## config.mk

```make
export PLATFORM = sky130hd
export DESIGN_NAME = burst_fill_master
export DESIGN_NICKNAME = d
export VERILOG_FILES = /design/src/rtl/bfm_pkg.sv /design/src/rtl/bfm_ctrl.sv /design/src/rtl/bfm_addr_gen.sv /design/src/rtl/bfm_resp.sv /design/src/rtl/burst_fill_master.sv
export SDC_FILE = /design/constraint.sdc
export NUM_CORES = 1
export LEC_CHECK = 0
export ABC_AREA = 1
export BUFFER_PORTS_ARGS = -buffer_cell sky130_fd_sc_hd__buf_2
export CORE_AREA = 3 3 81 83
export DETAILED_ROUTE_END_ITERATION = 7
export DIE_AREA = 0 0 84 86
export PLACE_DENSITY = 0.78
export SYNTH_ARGS = -nofsm -noshare
export SYNTH_HDL_FRONTEND = slang
export SYNTH_HIERARCHICAL = 1
export SYNTH_SLANG_ARGS = --single-unit
export TNS_END_PERCENT = 100
```

## constraint.sdc

```tcl
create_clock -name clk -period 2.1 [get_ports clk]
set_clock_uncertainty 0.2 [all_clocks]
set_input_delay 0.42 -clock clk [delete_from_list [all_inputs] [get_ports clk]]
set_output_delay 0.42 -clock clk [all_outputs]
set_load 0.1 [all_outputs]
```

## src/rtl/bfm_pkg.sv

```systemverilog
package bfm_pkg;

    typedef enum logic {
        ST_IDLE = 1'b0,
        ST_BUSY = 1'b1
    } bfm_state_e;

    typedef struct packed {
        bfm_state_e state;
        logic       line;
    } bfm_ctrl_t;

endpackage

```

## src/rtl/bfm_ctrl.sv

```systemverilog
module bfm_ctrl
    import bfm_pkg::*;
#(
    parameter int WORDS = 4,
    localparam int IDXW = $clog2(WORDS)
) (
    input  logic            clk,
    input  logic            rst_n,
    input  logic            req_valid,
    input  logic            req_line,
    input  logic            bus_ack,
    input  logic [IDXW-1:0] beat_q,
    output logic            busy,
    output logic            line_mode,
    output logic            accept,
    output logic            fin,
    output logic            req_ready
);

    localparam logic [IDXW-1:0] LAST_BEAT = IDXW'(WORDS - 1);

    bfm_ctrl_t ctl_d, ctl_q;
    logic      last_beat;

    always_comb begin
        busy      = (ctl_q.state == ST_BUSY);
        line_mode = ctl_q.line;
        last_beat = !ctl_q.line || (beat_q == LAST_BEAT);
        fin       = busy && bus_ack && last_beat;
        req_ready = !busy || fin;
        accept    = req_valid && req_ready;

        ctl_d = ctl_q;
        if (accept) begin
            ctl_d.state = ST_BUSY;
            ctl_d.line  = req_line;
        end else if (fin) begin
            ctl_d.state = ST_IDLE;
        end
    end

    always_ff @(posedge clk or negedge rst_n) begin
        if (!rst_n) begin
            ctl_q.state <= ST_IDLE;
            ctl_q.line  <= 1'b0;
        end else begin
            ctl_q <= ctl_d;
        end
    end

    AST_DROP_AFTER_LAST: assert property (@(posedge clk) disable iff (!rst_n)
        fin && !req_valid |=> !busy);
    AST_CHAIN_NO_GAP: assert property (@(posedge clk) disable iff (!rst_n)
        fin && req_valid |=> busy);
    AST_MODE_HELD: assert property (@(posedge clk) disable iff (!rst_n)
        busy && !fin |=> busy && $stable(line_mode));

endmodule

```

## src/rtl/bfm_addr_gen.sv

```systemverilog
module bfm_addr_gen #(
    parameter int AW    = 32,
    parameter int DW    = 32,
    parameter int WORDS = 4,
    localparam int IDXW     = $clog2(WORDS),
    localparam int WOFF     = $clog2(DW / 8),
    localparam int LINE_OFF = $clog2(WORDS * DW / 8)
) (
    input  logic            clk,
    input  logic            rst_n,
    input  logic            accept,
    input  logic            req_line,
    input  logic [AW-1:0]   req_addr,
    input  logic            busy,
    input  logic            bus_ack,
    output logic [AW-1:0]   adr_q,
    output logic [IDXW-1:0] beat_q
);

    localparam logic [AW-1:0] STEP      = AW'(DW / 8);
    localparam logic [AW-1:0] WORD_MASK = AW'((1 << WOFF) - 1);
    localparam logic [AW-1:0] LINE_MASK = AW'((1 << LINE_OFF) - 1);

    typedef struct packed {
        logic [AW-1:0]   adr;
        logic [IDXW-1:0] beat;
    } agen_t;

    agen_t ag_d, ag_q;

    always_comb begin
        ag_d = ag_q;
        if (accept) begin
            ag_d.adr  = req_line ? (req_addr & ~LINE_MASK) : (req_addr & ~WORD_MASK);
            ag_d.beat = '0;
        end else if (busy && bus_ack) begin
            ag_d.adr  = ag_q.adr + STEP;
            ag_d.beat = ag_q.beat + 1'b1;
        end
    end

    always_ff @(posedge clk or negedge rst_n) begin
        if (!rst_n) begin
            ag_q <= '0;
        end else begin
            ag_q <= ag_d;
        end
    end

    assign adr_q  = ag_q.adr;
    assign beat_q = ag_q.beat;

    AST_LINE_ALIGNED: assert property (@(posedge clk) disable iff (!rst_n)
        accept && req_line |=> adr_q[LINE_OFF-1:0] == '0 && beat_q == '0);
    AST_ADDR_STEP: assert property (@(posedge clk) disable iff (!rst_n)
        busy && bus_ack && !accept |=> adr_q == $past(adr_q) + STEP);
    AST_STALL_HOLD: assert property (@(posedge clk) disable iff (!rst_n)
        busy && !bus_ack |=> $stable(adr_q) && $stable(beat_q));

endmodule

```

## src/rtl/bfm_resp.sv

```systemverilog
module bfm_resp #(
    parameter int DW    = 32,
    parameter int WORDS = 4,
    localparam int IDXW = $clog2(WORDS)
) (
    input  logic            busy,
    input  logic            bus_ack,
    input  logic            fin,
    input  logic [DW-1:0]   bus_dat_i,
    input  logic [IDXW-1:0] adr_idx,
    output logic            rsp_valid,
    output logic [DW-1:0]   rsp_data,
    output logic [IDXW-1:0] rsp_idx,
    output logic            rsp_done
);

    always_comb begin
        rsp_valid = busy && bus_ack;
        rsp_data  = rsp_valid ? bus_dat_i : '0;
        rsp_idx   = adr_idx;
        rsp_done  = fin;
    end

    always_comb begin
        assert (!rsp_done || rsp_valid);
    end

endmodule

```

## src/rtl/burst_fill_master.sv

```systemverilog
module burst_fill_master #(
    parameter int AW    = 32,
    parameter int DW    = 32,
    parameter int WORDS = 4,
    localparam int IDXW     = $clog2(WORDS),
    localparam int WOFF     = $clog2(DW / 8),
    localparam int LINE_OFF = $clog2(WORDS * DW / 8)
) (
    input  logic            clk,
    input  logic            rst_n,
    input  logic            req_valid,
    input  logic            req_line,
    input  logic [AW-1:0]   req_addr,
    output logic            req_ready,
    output logic            rsp_valid,
    output logic [DW-1:0]   rsp_data,
    output logic [IDXW-1:0] rsp_idx,
    output logic            rsp_done,
    output logic            bus_cyc,
    output logic            bus_stb,
    output logic [AW-1:0]   bus_adr,
    input  logic            bus_ack,
    input  logic [DW-1:0]   bus_dat_i
);

    logic            busy;
    logic            line_mode;
    logic            accept;
    logic            fin;
    logic [AW-1:0]   adr_q;
    logic [IDXW-1:0] beat_q;

    bfm_ctrl #(.WORDS(WORDS)) u_ctrl (
        .clk       (clk),
        .rst_n     (rst_n),
        .req_valid (req_valid),
        .req_line  (req_line),
        .bus_ack   (bus_ack),
        .beat_q    (beat_q),
        .busy      (busy),
        .line_mode (line_mode),
        .accept    (accept),
        .fin       (fin),
        .req_ready (req_ready)
    );

    bfm_addr_gen #(.AW(AW), .DW(DW), .WORDS(WORDS)) u_agen (
        .clk      (clk),
        .rst_n    (rst_n),
        .accept   (accept),
        .req_line (req_line),
        .req_addr (req_addr),
        .busy     (busy),
        .bus_ack  (bus_ack),
        .adr_q    (adr_q),
        .beat_q   (beat_q)
    );

    bfm_resp #(.DW(DW), .WORDS(WORDS)) u_resp (
        .busy      (busy),
        .bus_ack   (bus_ack),
        .fin       (fin),
        .bus_dat_i (bus_dat_i),
        .adr_idx   (adr_q[LINE_OFF-1:WOFF]),
        .rsp_valid (rsp_valid),
        .rsp_data  (rsp_data),
        .rsp_idx   (rsp_idx),
        .rsp_done  (rsp_done)
    );

    assign bus_cyc = busy;
    assign bus_stb = busy;
    assign bus_adr = adr_q;

    AST_IDLE_AFTER_RESET: assert property (@(posedge clk) disable iff (!rst_n)
        !bus_cyc |-> !rsp_valid && req_ready);
    AST_START_NEXT: assert property (@(posedge clk) disable iff (!rst_n)
        !bus_cyc && req_valid |=> bus_cyc && bus_stb);
    AST_LINE_LAST_IDX: assert property (@(posedge clk) disable iff (!rst_n)
        rsp_done && line_mode |-> rsp_idx == IDXW'(WORDS - 1));

endmodule

```

==> results of run 1 <==
## worst max-delay path by stage
stage | from | slack, ps | end
floorplan | u_ctrl/busy | -110 | rsp_data[0]
global placement | bus_ack | 90 | u_agen/adr_q[17]
detailed placement | bus_ack | 40 | u_agen/adr_q[17]
CTS | u_ctrl/busy | 50 | rsp_data[8]
global route | u_ctrl/busy | -0.3 | u_agen/adr_q[24]
finish | u_ctrl/busy | 60 | rsp_data[26]
## worst max-delay path, stage by stage, from the launching register on
cell,delay [ps]
dfrtp_4,510
nand2_8,100
bufbuf_16,310
nor2_4,50
buf_12,160
## sequential cells by signal, indices dropped and copies added (netlist names)
signal            flops
u_ctrl/busy           1
u_agen/beat_q         2
u_agen/adr_q         30
u_ctrl/line_mode      1
## layout by cell type (no fill, tap or decap), types with 9 or more instances in the layout
cell / count
nand2_1: 132
buf_2: 100
inv_1: 76
nand3_1: 48
buf_12: 38
nor2_1: 35
nor2_4: 34
dfrtp_1: 24
o21ai_0: 15
o21bai_1: 10
dfrtp_2: 9
## final cells by class
class / count / area [um^2] / area share [%]
Timing Repair Buffer: 148 / 1360 / 30.8
Clock inverter: 1 / 5.00 / 0.113
Sequential cell: 34 / 866 / 19.6
Inverter: 80 / 307 / 6.93
Clock buffer: 7 / 86.3 / 1.95
Multi-Input combinational cell: 314 / 1700 / 38.5
Tap cell: 75 / 93.8 / 2.12
## per-stage QoR
step / cells / setup WS (ps) / instance area, um^2 / hold WS (ps)
2_1_floorplan: 444 / -114 / 2990 / -75.6
3_3_place_gp: 647 / 86.2 / 4260 / 184
3_5_place_dp: 647 / 43.0 / 4260 / 193
4_1_cts: 659 / 50.0 / 4420 / 146
5_1_grt: 659 / -0.272 / 4420 / 154
6_report: 659 / 57.6 / 4420 / 147
## layer usage
| metal | up-vias | routed length (um) | global-route usage, % |
|---|---|---|---|
| met1 | 1488 | 3480 | 29.1 |
| met3 | 17 | 678 | 4.13 |
| met4 | 0 | 176 | 7.89 |
| li1 | 1628 | - | - |
| met5 | - | 0 | 0 |
| met2 | 176 | 4520 | 46.1 |
## cells by family after synthesis
family	after synthesis	synth area share, %
AND/OR/NAND/NOR	268	43.9
buffers and inverters	96	14.9
AO/OA/AOI/OAI	39	8.67
flip-flops	34	30.7
XOR/XNOR	4	1.26
adder cells (fa/ha/maj)	1	0.452
other	1	0.135
## repair_timing
item | CTS | global route
setup buffers | 2 | 0
setup endpoints to repair | 26 | 22
hold buffers | 1 | 0
endpoints found under the hold margin | 17 | 0
pin swaps | 1 | 0
cloned | 1 | 0
gates resized for setup | 1 | 7
==> flow_summary_export.csv, run 1 <==
group,metric,value,unit
detailed_routing,dr.pass1.iters,5,
synth,yosysWarningCount,6,
layout,antennaDiodeCount,0,
sta,relSlewSlack,66.1,%
detailed_routing,ant_nets,0,
setup_path,worstSetupStartpointType,"register",
floorplan,fp.coreArea,0.00592,mm^2
sta,tightest_slew,511,ps
setup_path,setup.worst_path.class,"reg -> out",
layout,area_growth,59.7,%
global_route,grt_max_degree,29,
clocking,cts_max_level,2,
sta,finalSetupViolCount,0,
synth,yosys-top-cells-area,"dfrtp_1, nand2_1, inv_1",
sta,max_clock_freq,490,MHz
floorplan,row_count,28,
synth,synthCells,443,
global_route,antenna_found_initial,0,
min_path,hold_path_class,"in -> reg",
min_path,whs_path_depth,3,
floorplan,die_h,86,um
synth,synth_top_area_share,30.7,%
setup_path,r2r_cells,12,
floorplan,die_area,0.00722,mm^2
min_path,whs_endpoint,"u_agen/adr_q[12]",
min_path,min_from,"req_addr[12]",
global_route,grt_usage,24.8,%
setup_path,r2r-end,"u_agen/adr_q[31]",
synth,synth_seq_cells,34,
global_route,grt_pass1_vias,3139,
clocking,cts_sinks,34,
synth,ys_seq_area_share,30.7,%
global_route,grt_pass1_wl,14600,um
status,outcome,"finished, final reports clean",
setup_path,arrival,1420,ps
run,maxCapViolations,0,
setup_path,r2r_slack,80,ps
floorplan,fp.dieW,84,um
clocking,clk_pin_slew_worst_paths,70,ps
place,io_buffers,135,
clocking,cts_buffer_depth,2,
synth,synthArstFlopShare,100,%
layout,nets,653,
synth,ys_top_cells_by_count,"nand2_1, inv_1, nand3_1, nor2_1",
synth,synth_flop_cell,"dfrtp_1",
synth,synth-edff-count,0,
floorplan,start_util,46.8,%
synth,synth_most_common_cell,"nand2_1",
sta,drv_slew,0,
place,gp_congestion,0.872,
floorplan,io_pins,140,
detailed_routing,wl,8860,um
detailed_routing,drc,0,
sta,rsz0062_at_grt,"true",
synth,avgSynthCellArea,6.25,um^2
clocking,tritoncts,"yes",
layout,fillers,442,
setup_path,critPathCaptureType,"primary output",
layout,drive_above_1_share,37.7,%
layout,final_core_util,74.7,%
setup_path,cp.required,1480,ps
setup_path,critical_path.max_fanout,9,
detailed_routing,dr_total_vias,3309,
detailed_routing,avgRoutedWirePerCell,13.4,um
clocking,cts-root-buf,"clkbuf_8",
place,dpl.hpwl,6980,um
synth,syn_area,0.00277,mm^2
synth,synth_cell_types,26,
synth,synth_area_leader_cell,"dfrtp_1",
global_route,grt_overflow,0,
clocking,worstSkewPairLatency,290,ps
sta,setup_tns,0,ps
detailed_routing,via_per_inst,5.02,
sta,hold_viol,0,
detailed_routing,first_iter_violations,144,
sta,finalCriticalPeriod,2040,ps
clocking,cts_buffers,5,
sta,fin_crit_sh,97.3,%
setup_path,r2r_start,"u_ctrl/busy",
Power of run 1 is left out: the tool's default activity adds up to more than one toggle a clock period on the data nets, which glitch-free logic cannot reach.
==> run 2, diff against run 1 <==
--- a/config.mk
+++ b/config.mk
@@ -10,9 +10,9 @@
 export CORE_AREA = 3 3 81 83
 export DETAILED_ROUTE_END_ITERATION = 7
 export DIE_AREA = 0 0 84 86
-export PLACE_DENSITY = 0.78
+export PLACE_DENSITY = 0.8
 export SYNTH_ARGS = -nofsm -noshare
 export SYNTH_HDL_FRONTEND = slang
 export SYNTH_HIERARCHICAL = 1
 export SYNTH_SLANG_ARGS = --single-unit
-export TNS_END_PERCENT = 100
+export TNS_END_PERCENT = 5
==> flow_summary_export.csv, run 2 (synthesis gave the netlist of run 1 again) <==
group,metric,value,unit
status,outcome,"finished, final reports clean",
sta,worst_slack,34.8,ps
layout,fillers,466,
clocking,cts-root-buf,"clkbuf_8",
floorplan,die_area,0.00722,mm^2
clocking,worstSkewPairLatency,290,ps
sta,fin_crit_sh,98.3,%
floorplan,die_h,86,um
layout,antennaDiodeCount,0,
layout,final_cell_mix,"nand2_1, buf_2, inv_1",
global_route,grt_pass1_vias,2992,
sta,drv_slew,0,
place,placedCellCount,645,
clocking,cts_sinks,34,
layout,nets,647,
detailed_routing,wl_met2,4220,um
place,post-place-ws,58.7,ps
detailed_routing,ant_nets,0,
clocking,cts_max_level,2,
floorplan,fp.coreArea,0.00592,mm^2
place,place_area,0.00423,mm^2
clocking,cts_setup_buffers,0,
setup_path,cp.required,1480,ps
floorplan,fp.dieW,84,um
clocking,clk_pin_slew_worst_paths,70,ps
global_route,grt_pass1_wl,13900,um
layout,area_growth,57.0,%
run,maxCapViolations,0,
sta,finalCriticalPeriod,2070,ps
sta,finalSetupViolCount,0,
detailed_routing,wl_met3,706,um
clocking,holdBufCountCts,0,
detailed_routing,wl_met1,3390,um
floorplan,io_pins,140,
layout,final_common_cell,"nand2_1",
detailed_routing,first_iter_violations,169,
floorplan,row_count,28,
place,io_buffers,135,
global_route,grt_max_degree,35,
clocking,tritoncts,"yes",
setup_path,setup.worst_path.class,"reg -> out",
min_path,hold_path_class,"in -> async",
layout,final_cell_area,0.00435,mm^2
global_route,grt_overflow,0,
sta,setup_tns,0,ps
setup_path,critical_path.max_fanout,12,
sta,tightest_slew,780,ps
detailed_routing,highest-signal-layer,"met4",
layout,final_cell_count_no_fill,653,
place,gp_congestion,0.919,
clocking,cts_buffer_depth,2,
clocking,cts_buffers,5,
detailed_routing,wl,8380,um
global_route,grt_usage,23.5,%
detailed_routing,via_per_inst,4.90,
setup_path,worstSetupStartpointType,"register",
setup_path,arrival,1450,ps
detailed_routing,avgRoutedWirePerCell,12.8,um
layout,drive_above_1_share,35.6,%
detailed_routing,drc,0,
sta,max_clock_freq,484,MHz
sta,hold_viol,0,
sta,rsz0062_at_grt,"true",
floorplan,start_util,46.8,%
layout,largest_reg_flops,30,
place,dpl.hpwl,6720,um
sta,relSlewSlack,48.0,%
detailed_routing,dr.pass1.iters,5,
detailed_routing,dr_total_vias,3200,
setup_path,critPathCaptureType,"primary output",
global_route,antenna_found_initial,0,
==> run 2: timing repair <==
item	CTS	global route
gates cloned	0	0
endpoints found under the setup margin	24	36
gates resized for setup	1	8
==> run 2: path summary, 6_finish.rpt <==
path / from / to / slack (ps) / cells past startpoint
max: u_ctrl/busy / rsp_data[10] / 30 / 4
min: rst_n / u_agen/adr_q[26] / 4 / 1
max reg2reg: u_ctrl/busy / u_agen/adr_q[15] / 160 / 12
min reg2reg: u_ctrl/line_mode / u_ctrl/line_mode / 290 / 2
max in group asynchronous: rst_n / u_ctrl/busy / 1120 / 1
min in group clk: req_addr[11] / u_agen/adr_q[11] / 150 / 3
==> run 2: area by class of cell <==
type | count | area [um^2] | area share [%]
inverters | 80 | 303 | 6.96
well taps | 75 | 93.8 | 2.16
multi-input cells | 314 | 1680 | 38.7
repair buffers | 142 | 1300 | 30.0
flip-flops and latches | 34 | 857 | 19.7
clock buffers | 8 | 110 | 2.53
==> run 2: per-stage QoR <==
step / util [%] / hold slack [ps]
2_1_floorplan: - / -75.6
3_3_place_gp: 71.4 / 258
3_5_place_dp: 71.4 / 276
4_1_cts: 73.4 / 24.5
5_1_grt: 73.5 / 55.9
6_report: 73.5 / 3.97
==> run 2: per-layer routing <==
| layer | global-route usage [%] | vias to the layer above |
|---|---|---|
| met3 | 4.61 | 6 |
| met4 | 4.97 | 0 |
| li1 | - | 1606 |
| met2 | 43.3 | 151 |
| met1 | 28.3 | 1437 |
| met5 | 0 | - |
==> run 2: worst max-delay path, cell delays in order (launching register included) <==
cell	delay (ps)
dfrtp_4	540
nand2_8	190
buf_12	210
nor2_4	50
buf_12	160
Power of run 2 is left out for the same reason.
